<file path="src/rtl/clkctl_pkg.sv">
package clkctl_pkg;
  typedef enum logic [1:0] {
    SRC_OFF  = 2'd0,
    SRC_RAMP = 2'd1,
    SRC_ON   = 2'd2,
    SRC_HALT = 2'd3
  } src_state_e;

  localparam int NUM_SRC  = 3;
  localparam int SRC_XO   = 0;
  localparam int SRC_PLL  = 1;
  localparam int SRC_LF   = 2;

  localparam int NUM_EVT  = 7;
  localparam int EV_XO    = 0;
  localparam int EV_PLL   = 1;
  localparam int EV_LF    = 2;
  localparam int EV_CAL   = 3;
  localparam int EV_TUNED = 4;
  localparam int EV_TERR  = 5;
  localparam int EV_TFAIL = 6;

  localparam int ADDR_W   = 4;
  localparam int REG_W    = NUM_EVT;
  localparam logic [ADDR_W-1:0] A_INTEN_SET = 4'd0;
  localparam logic [ADDR_W-1:0] A_INTEN_CLR = 4'd1;
  localparam logic [ADDR_W-1:0] A_LF_SEL    = 4'd2;
  localparam logic [ADDR_W-1:0] A_EVT_BASE  = 4'd4;
endpackage

</file>
<file path="src/rtl/clkctl_src_fsm.sv">
module clkctl_src_fsm
  import clkctl_pkg::*;
#(
  parameter int DLY = 4
) (
  input  logic       clk_i,
  input  logic       rst_ni,
  input  logic       start_i,
  input  logic       stop_i,
  output src_state_e state_o,
  output logic       run_o,
  output logic       stat_o,
  output logic       up_done_o
);
  localparam int CW = $clog2(DLY + 1);
  localparam logic [CW-1:0] LOAD = CW'(DLY);
  localparam logic [CW-1:0] ONE  = CW'(1);

  src_state_e st_q, st_d;
  logic [CW-1:0] cnt_q, cnt_d;
  logic run_q, run_d, stat_q, stat_d;
  logic start_ok, stop_ok, expire, dn_done, cnt_en;

  always_comb begin
    start_ok  = start_i && (st_q == SRC_OFF || st_q == SRC_HALT);
    stop_ok   = stop_i && (st_q == SRC_RAMP || st_q == SRC_ON);
    expire    = (cnt_q == ONE);
    up_done_o = (st_q == SRC_RAMP) && expire && !stop_ok;
    dn_done   = (st_q == SRC_HALT) && expire && !start_ok;
    cnt_en    = start_ok || stop_ok || (cnt_q != '0);
    st_d   = st_q;
    run_d  = run_q;
    stat_d = stat_q;
    cnt_d  = cnt_q - ONE;
    if (start_ok) begin
      st_d  = SRC_RAMP;
      run_d = 1'b1;
      cnt_d = LOAD;
    end else if (stop_ok) begin
      st_d  = SRC_HALT;
      run_d = 1'b0;
      cnt_d = LOAD;
    end else if (up_done_o) begin
      st_d   = SRC_ON;
      stat_d = 1'b1;
    end else if (dn_done) begin
      st_d   = SRC_OFF;
      stat_d = 1'b0;
    end
  end

  always_ff @(posedge clk_i or negedge rst_ni) begin
    if (!rst_ni) begin
      st_q   <= SRC_OFF;
      cnt_q  <= '0;
      run_q  <= 1'b0;
      stat_q <= 1'b0;
    end else begin
      st_q   <= st_d;
      run_q  <= run_d;
      stat_q <= stat_d;
      if (cnt_en) cnt_q <= cnt_d;
    end
  end

  assign state_o = st_q;
  assign run_o   = run_q;
  assign stat_o  = stat_q;

  AST_START_ACCEPT: assert property (@(posedge clk_i) disable iff (!rst_ni)
    start_ok |=> (st_q == SRC_RAMP) && run_q);
  AST_START_IGNORED: assert property (@(posedge clk_i) disable iff (!rst_ni)
    (start_i && !stop_i && st_q == SRC_ON) |=> (st_q == SRC_ON) && run_q);
  AST_STOP_IGNORED: assert property (@(posedge clk_i) disable iff (!rst_ni)
    (stop_i && !start_i && st_q == SRC_OFF) |=> (st_q == SRC_OFF) && !run_q);
  AST_UP_DONE: assert property (@(posedge clk_i) disable iff (!rst_ni)
    (st_q == SRC_RAMP && expire && !stop_i) |=> (st_q == SRC_ON) && stat_q);
  AST_DOWN_DONE: assert property (@(posedge clk_i) disable iff (!rst_ni)
    (st_q == SRC_HALT && expire && !start_i) |=> (st_q == SRC_OFF) && !stat_q);
  AST_RUN_HOLDS: assert property (@(posedge clk_i) disable iff (!rst_ni)
    (!start_i && !stop_i) |=> $stable(run_q));
endmodule

</file>
<file path="src/rtl/clkctl_oneshot.sv">
module clkctl_oneshot #(
  parameter int DLY = 4
) (
  input  logic clk_i,
  input  logic rst_ni,
  input  logic req_i,
  output logic done_o
);
  localparam int CW = $clog2(DLY + 1);
  localparam logic [CW-1:0] LOAD = CW'(DLY);
  localparam logic [CW-1:0] ONE  = CW'(1);

  logic busy_q, busy_d;
  logic [CW-1:0] cnt_q, cnt_d;
  logic accept, cnt_en;

  always_comb begin
    accept = req_i && !busy_q;
    done_o = busy_q && (cnt_q == ONE);
    cnt_en = accept || busy_q;
    busy_d = busy_q;
    cnt_d  = cnt_q - ONE;
    if (accept) begin
      busy_d = 1'b1;
      cnt_d  = LOAD;
    end else if (done_o) begin
      busy_d = 1'b0;
    end
  end

  always_ff @(posedge clk_i or negedge rst_ni) begin
    if (!rst_ni) begin
      busy_q <= 1'b0;
      cnt_q  <= '0;
    end else begin
      busy_q <= busy_d;
      if (cnt_en) cnt_q <= cnt_d;
    end
  end

  AST_BUSY_NO_RESTART: assert property (@(posedge clk_i) disable iff (!rst_ni)
    (busy_q && cnt_q != ONE && req_i) |=> busy_q && (cnt_q == $past(cnt_q) - ONE));
endmodule

</file>
<file path="src/rtl/clkctl_irq.sv">
module clkctl_irq
  import clkctl_pkg::*;
(
  input  logic              clk_i,
  input  logic              rst_ni,
  input  logic [NUM_EVT-1:0] evt_set_i,
  input  logic              wr_i,
  input  logic [ADDR_W-1:0] addr_i,
  input  logic [REG_W-1:0]  wdata_i,
  output logic [NUM_EVT-1:0] evt_o,
  output logic [NUM_EVT-1:0] inten_o,
  output logic [NUM_EVT-1:0] intpend_o,
  output logic              irq_o
);
  logic [NUM_EVT-1:0] evt_q, evt_d, clr, inten_q, inten_d;
  logic inten_en;

  for (genvar k = 0; k < NUM_EVT; k++) begin : g_evt
    assign clr[k]   = wr_i && (addr_i == A_EVT_BASE + ADDR_W'(k)) && !wdata_i[0];
    assign evt_d[k] = evt_set_i[k] | (evt_q[k] & ~clr[k]);

    AST_EVT_STICKY: assert property (@(posedge clk_i) disable iff (!rst_ni)
      (evt_q[k] && !clr[k]) |=> evt_q[k]);
  end

  always_comb begin
    inten_en = wr_i && (addr_i == A_INTEN_SET || addr_i == A_INTEN_CLR);
    inten_d  = (addr_i == A_INTEN_SET) ? (inten_q | wdata_i) : (inten_q & ~wdata_i);
  end

  always_ff @(posedge clk_i or negedge rst_ni) begin
    if (!rst_ni) begin
      evt_q   <= '0;
      inten_q <= '0;
    end else begin
      evt_q <= evt_d;
      if (inten_en) inten_q <= inten_d;
    end
  end

  assign evt_o     = evt_q;
  assign inten_o   = inten_q;
  assign intpend_o = evt_q & inten_q;
  assign irq_o     = |intpend_o;

  AST_MASK_SET: assert property (@(posedge clk_i) disable iff (!rst_ni)
    (wr_i && addr_i == A_INTEN_SET) |=> ((inten_q & $past(wdata_i)) == $past(wdata_i)));
  AST_MASK_CLR: assert property (@(posedge clk_i) disable iff (!rst_ni)
    (wr_i && addr_i == A_INTEN_CLR) |=> ((inten_q & $past(wdata_i)) == '0));
endmodule

</file>
<file path="src/rtl/clkctl_top.sv">
module clkctl_top
  import clkctl_pkg::*;
#(
  parameter int XO_DLY    = 8,
  parameter int PLL_DLY   = 5,
  parameter int LF_DLY    = 12,
  parameter int CAL_DLY   = 6,
  parameter int TUNE_DLY  = 4,
  parameter int SRC_SEL_W = 2
) (
  input  logic                   clk_i,
  input  logic                   rst_ni,
  input  logic [NUM_SRC-1:0]     start_i,
  input  logic [NUM_SRC-1:0]     stop_i,
  input  logic                   cal_i,
  input  logic                   tune_i,
  input  logic                   reg_wr_i,
  input  logic [ADDR_W-1:0]      reg_addr_i,
  input  logic [REG_W-1:0]       reg_wdata_i,
  output logic [2*NUM_SRC-1:0]   src_state_o,
  output logic [NUM_SRC-1:0]     run_o,
  output logic [NUM_SRC-1:0]     stat_o,
  output logic [SRC_SEL_W-1:0]   lf_copy_o,
  output logic [SRC_SEL_W-1:0]   lf_stat_src_o,
  output logic [NUM_EVT-1:0]     event_o,
  output logic [NUM_EVT-1:0]     inten_o,
  output logic [NUM_EVT-1:0]     intpend_o,
  output logic                   irq_o
);
  logic [1:0] rst_sync_q;
  logic       rst_n;

  always_ff @(posedge clk_i or negedge rst_ni) begin
    if (!rst_ni) rst_sync_q <= 2'b00;
    else         rst_sync_q <= {rst_sync_q[0], 1'b1};
  end
  assign rst_n = rst_sync_q[1];

  logic [NUM_SRC-1:0] up_done;
  logic cal_done, tune_done;

  for (genvar g = 0; g < NUM_SRC; g++) begin : g_src
    localparam int D = (g == SRC_XO) ? XO_DLY : (g == SRC_PLL) ? PLL_DLY : LF_DLY;
    src_state_e st;
    clkctl_src_fsm #(.DLY(D)) u_fsm (
      .clk_i    (clk_i),
      .rst_ni   (rst_n),
      .start_i  (start_i[g]),
      .stop_i   (stop_i[g]),
      .state_o  (st),
      .run_o    (run_o[g]),
      .stat_o   (stat_o[g]),
      .up_done_o(up_done[g])
    );
    assign src_state_o[2*g +: 2] = st;
  end

  clkctl_oneshot #(.DLY(CAL_DLY)) u_cal (
    .clk_i(clk_i), .rst_ni(rst_n), .req_i(cal_i), .done_o(cal_done));
  clkctl_oneshot #(.DLY(TUNE_DLY)) u_tune (
    .clk_i(clk_i), .rst_ni(rst_n), .req_i(tune_i), .done_o(tune_done));

  // Low-frequency source select, capture at start, status field at completion.
  logic [SRC_SEL_W-1:0] sel_q, copy_q, stsrc_q;
  logic sel_en, copy_en;

  always_comb begin
    sel_en  = reg_wr_i && (reg_addr_i == A_LF_SEL);
    copy_en = start_i[SRC_LF] && !run_o[SRC_LF];  // run is 0 exactly in Stopped/Stopping
  end

  always_ff @(posedge clk_i or negedge rst_n) begin
    if (!rst_n) begin
      sel_q   <= '0;
      copy_q  <= '0;
      stsrc_q <= '0;
    end else begin
      if (sel_en)           sel_q   <= reg_wdata_i[SRC_SEL_W-1:0];
      if (copy_en)          copy_q  <= sel_q;
      if (up_done[SRC_LF])  stsrc_q <= copy_q;
    end
  end

  assign lf_copy_o     = copy_q;
  assign lf_stat_src_o = stsrc_q;

  logic [NUM_EVT-1:0] evt_set;
  always_comb begin
    evt_set           = '0;
    evt_set[EV_XO]    = up_done[SRC_XO];
    evt_set[EV_PLL]   = up_done[SRC_PLL];
    evt_set[EV_LF]    = up_done[SRC_LF];
    evt_set[EV_CAL]   = cal_done;
    evt_set[EV_TUNED] = tune_done | up_done[SRC_XO];
  end

  clkctl_irq u_irq (
    .clk_i    (clk_i),
    .rst_ni   (rst_n),
    .evt_set_i(evt_set),
    .wr_i     (reg_wr_i),
    .addr_i   (reg_addr_i),
    .wdata_i  (reg_wdata_i),
    .evt_o    (event_o),
    .inten_o  (inten_o),
    .intpend_o(intpend_o),
    .irq_o    (irq_o)
  );

  AST_LF_SRC_KEPT: assert property (@(posedge clk_i) disable iff (!rst_n)
    $fell(stat_o[SRC_LF]) |-> $stable(stsrc_q));
  AST_LF_COPY_FROZEN: assert property (@(posedge clk_i) disable iff (!rst_n)
    run_o[SRC_LF] |=> $stable(copy_q));
  AST_NO_TUNE_FAULT: assert property (@(posedge clk_i) disable iff (!rst_n)
    (event_o[EV_TERR] == 1'b0) && (event_o[EV_TFAIL] == 1'b0));
endmodule

</file>
<file path="config.mk">
export PLATFORM = sky130hd
export DESIGN_NAME = clkctl_top
export DESIGN_NICKNAME = d
export VERILOG_FILES = /design/src/rtl/clkctl_pkg.sv /design/src/rtl/clkctl_src_fsm.sv /design/src/rtl/clkctl_oneshot.sv /design/src/rtl/clkctl_irq.sv /design/src/rtl/clkctl_top.sv
export SDC_FILE = /design/constraint.sdc
export NUM_CORES = 1
export LEC_CHECK = 0
export ABC_CLOCK_PERIOD_IN_PS = 2500
export BUFFER_PORTS_ARGS = -buffer_cell sky130_fd_sc_hd__clkbuf_2
export CAP_MARGIN = 15
export CORE_ASPECT_RATIO = 1.5
export CORE_MARGIN = 2
export CORE_UTILIZATION = 45
export DETAILED_ROUTE_END_ITERATION = 12
export GPL_TIMING_DRIVEN = 1
export PLACE_DENSITY = 0.79
export SYNTH_ARGS = -nofsm -noshare
export SYNTH_HDL_FRONTEND = slang
export SYNTH_SLANG_ARGS = --single-unit
export TNS_END_PERCENT = 10
</file>
<file path="constraint.sdc">
create_clock -name clk_i -period 2.5 [get_ports clk_i]
set_input_delay 0 -clock clk_i [delete_from_list [all_inputs] [get_ports clk_i]]
set_output_delay 0 -clock clk_i [all_outputs]
set_load 0.01 [all_outputs]
</file>
=== Yosys cells after proc, flatten, opt, wreduce, memory -nomap -nowiden ===
Index checks and enable logic that the tools add are counted.

* Register bits after elaboration: 53
* Word-level logic and storage cells: 203
* Input bits: 22
* Output and inout port bits: 38

* Eq/ne operators: 23
* Mux-type cells: 37
* $add $sub $neg: 5
* Reduce and logical (&&, ||, !) cells: 86
* Bitwise operators: 30

{| class="wikitable"
|+ Operators with widths
! cell !! count
|-
| $logic_and A1 B1 Y1 || 39
|-
| $mux W2 || 12
|-
| $reduce_bool A4 Y1 || 5
|-
| $eq A4 B3 Y1 const B || 4
|-
| $mux W1 || 16
|-
| $mux W4 || 4
|-
| $reduce_bool A2 Y1 || 8
|-
| $logic_or A1 B1 Y1 || 15
|-
| $and A7 B7 Y7 || 2
|-
| $not A1 Y1 || 13
|-
| $eq A2 B2 Y1 const B || 6
|-
| $eq A4 B1 Y1 const B || 3
|-
| $eq A4 B4 Y1 const B || 3
|-
| $mux W3 || 4
|-
| $logic_not A1 Y1 || 10
|-
| $eq A3 B1 Y1 const B || 3
|-
| $reduce_and A3 Y1 || 3
|-
| $sub A3 B1 Y3 const B || 3
|-
| $sub A4 B1 Y4 const B || 2
|-
| $and A1 B1 Y1 || 7
|-
| $mux W7 || 1
|-
| $not A7 Y7 || 1
|-
| $or A7 B7 Y7 || 1
|-
| $reduce_or A7 Y1 || 1
|-
| other kinds (6) || 15
|}

=== Depth between registers and ports, before layout ===
Gate-level depths: netlist (run 1).

* Depth after elaboration: 9
* Depth in mapped cells: 5
* Mapped depth without buffers: 5

=== Modules after synthesis ===
From an unflattened synthesis (run 1), not the netlist that was laid out.

* Cell total of the unflattened synthesis: 240
* Area, all modules: 2,682.6 um2

{| class="wikitable"
|+ By module, submodules not included
! module !! instances !! seq. area each (um2) !! area each (um2) !! cells an instance
|-
| clkctl_irq || 1 || 350.3 || 660.6 || 57
|-
| clkctl_src_fsm at g_src[2].u_fsm || 1 || 200.2 || 452.9 || 44
|-
| clkctl_src_fsm at g_src[0].u_fsm || 1 || 200.2 || 437.9 || 42
|-
| clkctl_src_fsm at g_src[1].u_fsm || 1 || 175.2 || 435.4 || 44
|-
| clkctl_top || 1 || 200.2 || 301.5 || 20
|-
| clkctl_oneshot at u_tune || 1 || 100.1 || 200.2 || 17
|-
| clkctl_oneshot at u_cal || 1 || 100.1 || 193.9 || 16
|}

=== Least setup slack after synthesis (run 1) ===
Ideal clock, no wire load.

* Path kind: register -> output
* Start point: register with a tool-made name
* End point: output irq_o
* Path buffers: 0
* Data required time: 2.500 ns
* Cell stages (with the launch flop): 4
* Slack: 0.958 ns
* Data arrival time: 1.542 ns
* Cells stage by stage: dfrtp_1 -> and2_1 -> or4_1 -> or4_1

{| class="wikitable"
|+ RTL lines
! item !! line !! text
|-
| end: declaration || clkctl_top.sv:28 || <nowiki>output logic irq_o</nowiki>
|}

==> run_results.csv, run 1 <==
group,metric,value,unit
cts,postCtsSetupBuffers,0,
sta,rsz0062_at_grt,"no",
grt,grt_pass1_vias,2001,
yosys,syn-num-nets,281,
setup_path,r2r_slack,0.86,ns
cells_and_area,nets,358,
placed_design,dp_hpwl,4.37,mm
setup_path,critPathMaxFanout,3,
sta,final.setup_skew,0.00935,ns
power_and_ir_drop,cell_internal_pwr,2.07,mW
setup_path,worstSetupStartpointType,"register",
placed_design,gp_congestion,0.735,
power_and_ir_drop,fin_total_pwr,3.32,mW
power_and_ir_drop,seq_power_share,43.7,%
detailed_routing,wl_per_cell,14.3,um
floorplan,die_y,98.3,um
sta,period_share,77.8,%
cells_and_area,final_layout_size_suffix_gt1_share,29.2,%
setup_path,worstPathArrival,1.95,ns
power_and_ir_drop,netSwitchingFraction,37.4,%
sta,finalSetupViolCount,0,
power_and_ir_drop,ir_drop,0.554,mV
yosys,synthFlopType,"dfrtp_1",
yosys,syn_area,0.00267,mm^2
sta,drv_slew,0,
grt,antenna_found_initial,0,
sta,max_slew_margin,44.4,%
setup_path,timing.rr.end,"g_src[0].u_fsm.run_o$_DFFE_PN0P_",
placed_design,numPortBuffers,59,
power_and_ir_drop,power_density,1020,mW/mm^2
power_and_ir_drop,clkPwrFrac,14.6,%
yosys,synth_edf_count,0,
detailed_routing,drt_iter0_drc,54,
sta,fmax,514,MHz
setup_path,crit_type,"register to output port",
sta,worstMarginPinSlew,0.828,ns
cts,ctsRootBufferMaster,"clkbuf_8",
detailed_routing,routed_wl,5.59,mm
setup_path,reg2reg_from,"g_src[0].u_fsm.state_o[0]$_DFFE_PN0P_",
cts,cts_tree,"done",
sta,timing.setup.tns,0,ns
setup_path,end_kind,"output port",
cells_and_area,nFillCells,502,
yosys,yosysSeqAreaShare,49.7,%
cts,cts_resized,0,
detailed_routing,ant_nets,0,
floorplan,coreArea,0.00574,mm^2
cells_and_area,syn_to_final_growth,22.2,%
grt,grtUsageTotal,18.0,%
power_and_ir_drop,p_leak,1.60,nW
floorplan,boundaryPins,60,
setup_path,rr_worst_depth,4,
cells_and_area,final_cell_mix,"clkbuf_2 (59), dfrtp_1 (52), nand2_1 (21)",
detailed_routing,drcViolationCount,0,
power_and_ir_drop,pwr-share-comb,41.7,%
setup_path,setup.worst_path.end,"irq_o",
status,status,"complete, no violations",
grt,grt_first_pass_wirelength,8.90,mm
placed_design,place_inst,368,
yosys,yosysWarningCount,0,
yosys,async_flop_share,100,%
floorplan,chipWidth,66.9,um
cells_and_area,final_cells,390,
cts,cts_num_sinks,53,
sta,finalHoldViolCount,0,
floorplan,dieArea,0.00657,mm^2
yosys,synth-seq-cells,53,
cells_and_area,final_common_cell,"clkbuf_2",
yosys,ys_types,44,
floorplan,num_rows,34,
floorplan,start_util,46.4,%
grt,grt_max_degree,30,
detailed_routing,vias,2041,
yosys,syn_inst,241,
setup_path,crit_required,2.50,ns
sta,layout_min_cycle_time,1.95,ns
worst_hold_path,worstHoldPathType,"primary input to register",
cts,clk_pin_slew,0.09,ns
yosys,syn_area_per_cell,11.1,um^2
cts,cts-hold-fix-buffers,14,
detailed_routing,dr.pass1.iters,4,
cts,ctsLongestPathBuffers,2,
grt,grt_overflow,0,
cts,cts-buffers-inserted,5,
cells_and_area,n_antenna_cell,0,
run,drv_cap,0,
detailed_routing,avgViaCountPerCell,5.23,
cts,cts.htree.levels,2,
power_and_ir_drop,p_sw,1.24,mW
cells_and_area,design_area,0.00326,mm^2
cts,insertion_delay,0.30,ns
placed_design,placed_cell_area,0.00302,mm^2
worst min-delay path by stage:
stage                               from                       to  slack [ns]  depth (start not counted)
after floorplan                   rst_ni  rst_sync_q[0]$_DFF_PN0_       -0.30                          0
after detailed placement          rst_ni  rst_sync_q[0]$_DFF_PN0_       -0.21                          1
after global routing      reg_wdata_i[5]                 register       0.009                          3
after CTS                         rst_ni  rst_sync_q[1]$_DFF_PN0_       0.004                          2
final                     reg_wdata_i[5]                 register        0.01                          3
after global placement            rst_ni  rst_sync_q[0]$_DFF_PN0_       -0.21                          1
cell families after synthesis:
family | count (synthesis) | share of synthesized area, %
AND/OR/NAND/NOR | 80 | 17.7
flip-flops | 53 | 49.7
AO/OA/AOI/OAI | 41 | 10.1
buffers and inverters | 25 | 4.36
adder cells (fa/ha/maj) | 18 | 8.45
multiplexers | 18 | 7.84
XOR/XNOR | 5 | 1.64
other | 1 | 0.141
routing by layer:
| metal | track usage (%) | share of wire, % | wire length, um | vias to the layer above |
|---|---|---|---|---|
| met2 | 31.9 | 52 | 2890 | 50 |
| li1 | - | - | - | 988 |
| met3 | 6.22 | 6.6 | 369 | 8 |
| met1 | 19.4 | 40 | 2230 | 995 |
| met4 | 5.81 | 1.7 | 94 | 0 |
| met5 | 0 | 0 | 0 | - |
power groups by stage:
| stage | Clock (mW) | Combinational [mW] | Sequential (mW) |
|---|---|---|---|
| after floorplan | 0 | 0.978 | 1.46 |
| after global placement | 0 | 1.30 | 1.45 |
| after detailed placement | 0 | 1.36 | 1.47 |
| after CTS | 0.498 | 1.40 | 1.45 |
| after global routing | 0.536 | 1.57 | 1.50 |
| final | 0.485 | 1.38 | 1.45 |
Yosys cell counts (3+ instances only):
cell type	n	area, um^2
dfrtp_1	53	1330
nand2_1	21	78.8
inv_1	19	71.3
ha_1	18	225
mux2_2	15	169
o21ai_0	15	75.1
nor2_1	11	41.3
and2_1	7	43.8
a21oi_1	6	30.0
buf_4	6	45.0
nand2b_1	6	37.5
nor3_1	6	30.0
nand3_1	5	25.0
xnor2_1	5	43.8
nand4bb_1	4	45.0
a211o_1	3	26.3
a211oi_1	3	22.5
o21a_1	3	22.5
worst max-delay path, stage by stage (launching register included):
cell and delay [ns]:
dfrtp_1 0.40, and2_4 0.16, or4_1 0.51, or4_1 0.43, clkbuf_2 0.15
cell type report:
| type | count | area [um^2] | area share (%) |
|---|---|---|---|
| tap | 72 | 90.1 | 2.76 |
| clock buffer | 7 | 86.3 | 2.65 |
| timing repair buffer | 76 | 460 | 14.1 |
| inverter | 19 | 71.3 | 2.19 |
| multi-input combinational | 163 | 1220 | 37.5 |
| sequential | 53 | 1330 | 40.7 |
stage by stage:
step | utilization (%) | setup WS (ns) | hold slack, ns
after floorplan | - | 0.915 | -0.296
after global placement | 52.6 | 0.892 | -0.212
after detailed placement | 52.6 | 0.848 | -0.211
after CTS | 56.6 | 0.540 | 0.00448
after global routing | 56.8 | 0.485 | 0.00909
final | 56.8 | 0.554 | 0.0115
Note: power is estimated with default switching activity, not from simulation.
==> run 2: changes to the inputs <==
ABC_AREA = 1   (was unset)
ABC_CLOCK_PERIOD_IN_PS = 1700   (was 2500)
PLACE_DENSITY = 0.82   (was 0.79)
clock period = 1.7 ns   (was 2.5 ns; I/O delays follow)
==> run 2 against run 1 <==
Non-clock buffer count up 2. Global-route usage up 0.50 points. Via count up 12%. Largest power group is now combinational cells.
==> run_results.csv, run 2 <==
group,metric,value,unit
floorplan,num_rows,34,
yosys,syn_area_per_cell,8.76,um^2
setup_path,critPathMaxFanout,5,
power_and_ir_drop,power_density,1540,mW/mm^2
cts,cts_num_sinks,53,
yosys,syn-num-nets,347,
floorplan,start_util,46.5,%
cells_and_area,final_common_cell,"nand2_1",
yosys,syn_inst,307,
sta,drv_slew,0,
yosys,synth_top_cells_by_count,"nand2_1 (78), dfrtp_1 (53), inv_1 (45)",
power_and_ir_drop,ir_drop,0.977,mV
grt,grt_first_pass_wirelength,9.58,mm
cells_and_area,n_antenna_cell,0,
cts,cts-buffers-inserted,5,
detailed_routing,ant_nets,0,
grt,antenna_found_initial,0,
sta,finalHoldViolCount,0,
setup_path,worstSetupStartpointType,"register",
yosys,syn_area,0.00269,mm^2
detailed_routing,routed_wl,5.77,mm
sta,period_share,94.5,%
floorplan,coreArea,0.00579,mm^2
sta,hold_ws,0.0407,ns
yosys,synth-seq-cells,53,
setup_path,max_stage_delay,0.55,ns
worst_hold_path,worstHoldPathType,"primary input to register",
floorplan,boundaryPins,60,
grt,grt_max_degree,37,
cts,cts_tree,"done",
cts,clk_pin_slew,0.10,ns
yosys,synth_top_area_share,49.3,%
cts,insertion_delay,0.30,ns
yosys,yosysSeqAreaShare,49.3,%
placed_design,gp_congestion,0.813,
sta,layout_min_cycle_time,1.61,ns
yosys,synth_area_leader_cell,"dfrtp_1",
sta,finalSetupViolCount,0,
detailed_routing,drcViolationCount,0,
grt,grtUsageTotal,18.5,%
cells_and_area,syn_to_final_growth,23.8,%
detailed_routing,drt_iter0_drc,149,
cells_and_area,multi_input_comb_area,0.00114,mm^2
grt,grt_pass1_vias,2219,
floorplan,die_y,98.7,um
status,status,"complete, no violations",
cells_and_area,seq_area,0.00133,mm^2
yosys,yosysWarningCount,0,
cells_and_area,design_area,0.00333,mm^2
cells_and_area,nFillCells,525,
cts,cts.htree.levels,2,
sta,timing.setup.tns,0,ns
sta,fmax,623,MHz
cells_and_area,nets,426,
detailed_routing,avgViaCountPerCell,4.97,
detailed_routing,dr.pass1.iters,4,
placed_design,placed_cell_area,0.00305,mm^2
yosys,ys_types,31,
cells_and_area,final_cell_mix,"nand2_1 (77), clkbuf_2 (59), dfrtp_1 (52)",
setup_path,end_kind,"register",
setup_path,crit_required,1.89,ns
setup_path,critPathSlowestCell,"dlygate4sd3_1",
grt,grt_overflow,0,
placed_design,dp_hpwl,4.37,mm
cts,ctsLongestPathBuffers,2,
power_and_ir_drop,p_leak,1.80,nW
setup_path,worstPathCellList,"inv_1 -> ha_4 -> inv_2 -> nand2_4 -> nand2_1 -> nand2_1 -> dlygate4sd3_1",
run,drv_cap,0,
setup_path,worstPathArrival,1.80,ns
placed_design,numPortBuffers,59,
detailed_routing,vias,2279,
yosys,async_flop_share,100,%
floorplan,dieArea,0.00662,mm^2
yosys,synthTopCellsByArea,"dfrtp_1 (49%), nand2_1 (11%), ha_1 (8.4%)",
cells_and_area,final_layout_size_suffix_gt1_share,24.0,%
setup_path,cp_common_cell,"nand2_1",
detailed_routing,wl_per_cell,12.6,um
yosys,synthFlopType,"dfrtp_1",
setup_path,crit_type,"register to register",
yosys,synth_most_common_cell,"nand2_1",
sta,rsz0062_at_grt,"no",
sta,final.setup_skew,0.0130,ns
yosys,synth_edf_count,0,
floorplan,chipWidth,67.1,um
cts,ctsRootBufferMaster,"clkbuf_8",
## run 2: cell count changes after synthesis, sizes merged, moves of 4 or more
cell and delta:
nand3 +18, xnor2 -4, nand2b -7, nand2 +61
inv +31, nor3 -5, and2 -8, nand4 +8
mux2 -16, nor2 +5, o21ai +16, nand4bb -4
## run 2: worst max-delay path, delay by kind of cell (launching register included)
family	cells	cell delay, ns
DFF	1	0.42
adders and majority gates	1	0.21
buffers and inverters	3	0.71
and+or+nand+nor	3	0.16
## run 2: what timing repair did
item,CTS,global route
hold endpoints to repair,17,0
buffers inserted,0,2
resized for setup,0,3
endpoints found under the setup margin,0,1
hold buffers,16,0
## run 2: path summary, 6_finish.rpt
check / startpoint / endpoint / slack, ns / cells past startpoint
worst max-delay path: g_src[0].u_fsm.state_o[1]$_DFFE_PN0P_ / g_src[0].u_fsm.run_o$_DFFE_PN0P_ / 0.09 / 7
worst min-delay path: stop_i[2] / g_src[2].u_fsm.run_o$_DFFE_PN0P_ / 0.04 / 4
worst max register to register: g_src[0].u_fsm.state_o[1]$_DFFE_PN0P_ / g_src[0].u_fsm.run_o$_DFFE_PN0P_ / 0.09 / 7
worst min register to register: rst_sync_q[1]$_DFF_PN0_ / lf_copy_o[1]$_DFFE_PN0P_ / 0.20 / 0
max in group asynchronous: rst_sync_q[1]$_DFF_PN0_ / u_cal.cnt_q[2]$_DFFE_PN0P_ / 0.97 / 1
min in group asynchronous: rst_sync_q[1]$_DFF_PN0_ / lf_copy_o[1]$_DFFE_PN0P_ / 0.20 / 0
## run 2: cell families after synthesis
group | count (synthesis) | share of synthesized area (%)
flip-flops | 53 | 49.3
multiplexers | 1 | 0.419
AND/OR/NAND/NOR | 132 | 23.7
buffers and inverters | 57 | 8.89
XOR/XNOR | 1 | 0.326
other | 1 | 0.139
adder cells (fa/ha/maj) | 18 | 8.38
AO/OA/AOI/OAI | 44 | 8.79
## run 2: area by class of cell
class	instances	area share (%)
clock buffers	6	2.18
clock inverters	2	0.489
inverters	51	5.82
multi-input cells	197	34.2
flip-flops and latches	53	39.9
well taps	72	2.71
repair buffers	78	14.7
## run 2: layer usage
layer	share of wire, %	global-route usage [%]	vias up
met5	0	0	-
met4	1.5	6.44	0
met3	4.0	2.85	9
met2	53	33.1	52
met1	42	21.7	1081
li1	-	-	1137
## run 2: per-stage QoR
stage	utilization, %	setup WS (ns)	std cells	total power [mW]
4_1_cts	57.0	0.0307	457	5.09
3_3_place_gp	52.7	0.287	433	4.18
6_report	57.5	0.0940	459	5.13
3_5_place_dp	52.7	0.224	433	4.31
2_1_floorplan	-	0.115	307	3.71
5_1_grt	57.5	0.0249	459	5.63
## run 2: power breakdown
part | total (mW) | internal [mW] | switching, mW
clock network | 0.704 | 0.294 | 0.410
registers | 2.10 | 1.72 | 0.377
logic | 2.33 | 0.945 | 1.38
==> run 3: changes to the inputs <==
CORE_ASPECT_RATIO = 0.6   (was 1.5)
==> run 3 against run 2 <==
Non-clock buffer count decreased by 5. Combinational power decreased by 5%. First-iteration DRC count decreased by 17%.
==> run_results.csv, run 3 (same netlist as run 2, synthesis figures left out) <==
group,metric,value,unit
setup_path,end_kind,"register",
detailed_routing,wl_per_cell,12.0,um
grt,grt_max_degree,52,
power_and_ir_drop,p_sw,2.13,mW
grt,antenna_found_initial,0,
status,status,"complete, no violations",
power_and_ir_drop,pwr-share-comb,43.0,%
cells_and_area,final_cells,462,
cts,cts-buffers-inserted,5,
cells_and_area,nets,421,
detailed_routing,routed_wl,5.52,mm
cts,clk_pin_slew,0.09,ns
sta,layout_setup_ws,0.198,ns
floorplan,boundaryPins,60,
setup_path,crit_type,"register to register",
placed_design,gp_congestion,0.838,
floorplan,dieArea,0.00663,mm^2
detailed_routing,drcViolationCount,0,
setup_path,crit_required,1.89,ns
cells_and_area,final_layout_size_suffix_gt1_share,23.0,%
floorplan,die_y,63.9,um
sta,final.setup_skew,0.00959,ns
sta,fmax,666,MHz
sta,layout_min_cycle_time,1.50,ns
power_and_ir_drop,fin_total_pwr,5.15,mW
placed_design,numPortBuffers,59,
placed_design,dp_hpwl,4.20,mm
detailed_routing,avgViaCountPerCell,4.93,
grt,grt_pass1_vias,2234,
cts,insertion_delay,0.30,ns
floorplan,start_util,47.4,%
cts,cts.htree.levels,2,
run,drv_cap,0,
cts,ctsRootBufferMaster,"clkbuf_8",
cts,cts_num_sinks,53,
cells_and_area,fin_util,58.2,%
power_and_ir_drop,p_leak,1.80,nW
power_and_ir_drop,cell_internal_pwr,3.02,mW
cells_and_area,nFillCells,496,
cells_and_area,final_common_cell,"nand2_1",
sta,period_share,88.4,%
sta,rsz0062_at_grt,"no",
cells_and_area,n_antenna_cell,0,
detailed_routing,vias,2278,
power_and_ir_drop,clkPwrFrac,16.3,%
power_and_ir_drop,ir_drop,0.822,mV
power_and_ir_drop,power_density,1560,mW/mm^2
floorplan,coreArea,0.00568,mm^2
floorplan,num_rows,21,
detailed_routing,drt_iter0_drc,124,
sta,timing.setup.tns,0,ns
power_and_ir_drop,netSwitchingFraction,41.3,%
detailed_routing,dr.pass1.iters,4,
setup_path,worstSetupStartpointType,"register",
placed_design,pre_cts_ws,0.200,ns
floorplan,chipWidth,104,um
cts,cts_resized,0,
grt,grt_overflow,0,
grt,grtUsageTotal,18.4,%
cells_and_area,syn_to_final_growth,22.8,%
cells_and_area,final_cell_mix,"nand2_1 (78), clkbuf_2 (59), dfrtp_1 (52)",
sta,drv_slew,0,
worst_hold_path,worstHoldPathType,"primary input to async pin",
cts,ctsLongestPathBuffers,2,
setup_path,critPathMaxFanout,7,
sta,finalHoldViolCount,0,
power_and_ir_drop,seq_power_share,40.6,%
sta,finalSetupViolCount,0,
placed_design,place_inst,441,
grt,grt_first_pass_wirelength,9.98,mm
setup_path,worstPathArrival,1.69,ns
detailed_routing,ant_nets,0,
cts,postCtsSetupBuffers,0,
cts,cts_tree,"done",
==> run 3: per-stage QoR <==
stage               instance area, um^2  hold slack (ns)
CTS                                3300          0.00653
floorplan                          2690           -0.296
detailed placement                 3060           -0.213
finish                             3300          0.00884
global placement                   3060           -0.213
global route                       3300           0.0268
==> run 3: per-layer routing <==
metal	track usage (%)	vias up	wire, um
met1	25.1	1066	2700
met3	3.98	11	295
li1	-	1131	-
met4	5.41	0	107
met2	29.9	70	2420
met5	0	-	0
==> run 3: layout make-up <==
class | count | area, um^2 | share of cell area, %
sequential | 53 | 1330 | 40.2
inverter | 51 | 194 | 5.87
clock inverter | 2 | 38.8 | 1.17
timing repair buffer | 73 | 445 | 13.5
clock buffer | 6 | 72.6 | 2.20
tap | 80 | 100 | 3.03
multi-input combinational | 197 | 1120 | 34.0
==> run 3: critical path, cell delays in order (launching register included) <==
cell and delay (ns):
dfrtp_1 0.43, ha_1 0.33, nand2_1 0.17, nand2_1 0.13, inv_4 0.11, nand3_4 0.09, nand3_1 0.08, o21ai_1 0.06
==> run 3: path summary, 6_finish.rpt <==
check / startpoint / endpoint / slack, ns / cells after the start
worst max-delay path: g_src[0].u_fsm.state_o[0]$_DFFE_PN0P_ / g_src[0].u_fsm.cnt_q[0]$_DFFE_PN0P_ / 0.20 / 7
worst min-delay path: rst_ni / rst_sync_q[1]$_DFF_PN0_ / 0.009 / 2
worst max register to register: g_src[0].u_fsm.state_o[0]$_DFFE_PN0P_ / g_src[0].u_fsm.cnt_q[0]$_DFFE_PN0P_ / 0.20 / 7
worst min register to register: rst_sync_q[1]$_DFF_PN0_ / u_tune.cnt_q[0]$_DFFE_PN0P_ / 0.25 / 1
max in group asynchronous: rst_sync_q[1]$_DFF_PN0_ / g_src[2].u_fsm.run_o$_DFFE_PN0P_ / 1.23 / 1
min in group clk_i: stop_i[1] / g_src[1].u_fsm.state_o[1]$_DFFE_PN0P_ / 0.01 / 3
==> run 3: power by group through the flow <==
| stage | combinational, mW | sequential (mW) | clock [mW] |
|---|---|---|---|
| 4_1_cts | 2.24 | 2.09 | 0.870 |
| 2_1_floorplan | 1.58 | 2.13 | 0 |
| 6_report | 2.22 | 2.09 | 0.842 |
| 3_5_place_dp | 2.21 | 2.11 | 0 |
| 3_3_place_gp | 2.12 | 2.08 | 0 |
| 5_1_grt | 2.56 | 2.16 | 0.922 |
==> run 3: timing repair <==
| item | CTS | global route |
|---|---|---|
| hold buffers | 13 | 0 |
| setup endpoints to repair | 0 | 0 |
| endpoints found under the hold margin | 15 | 0 |
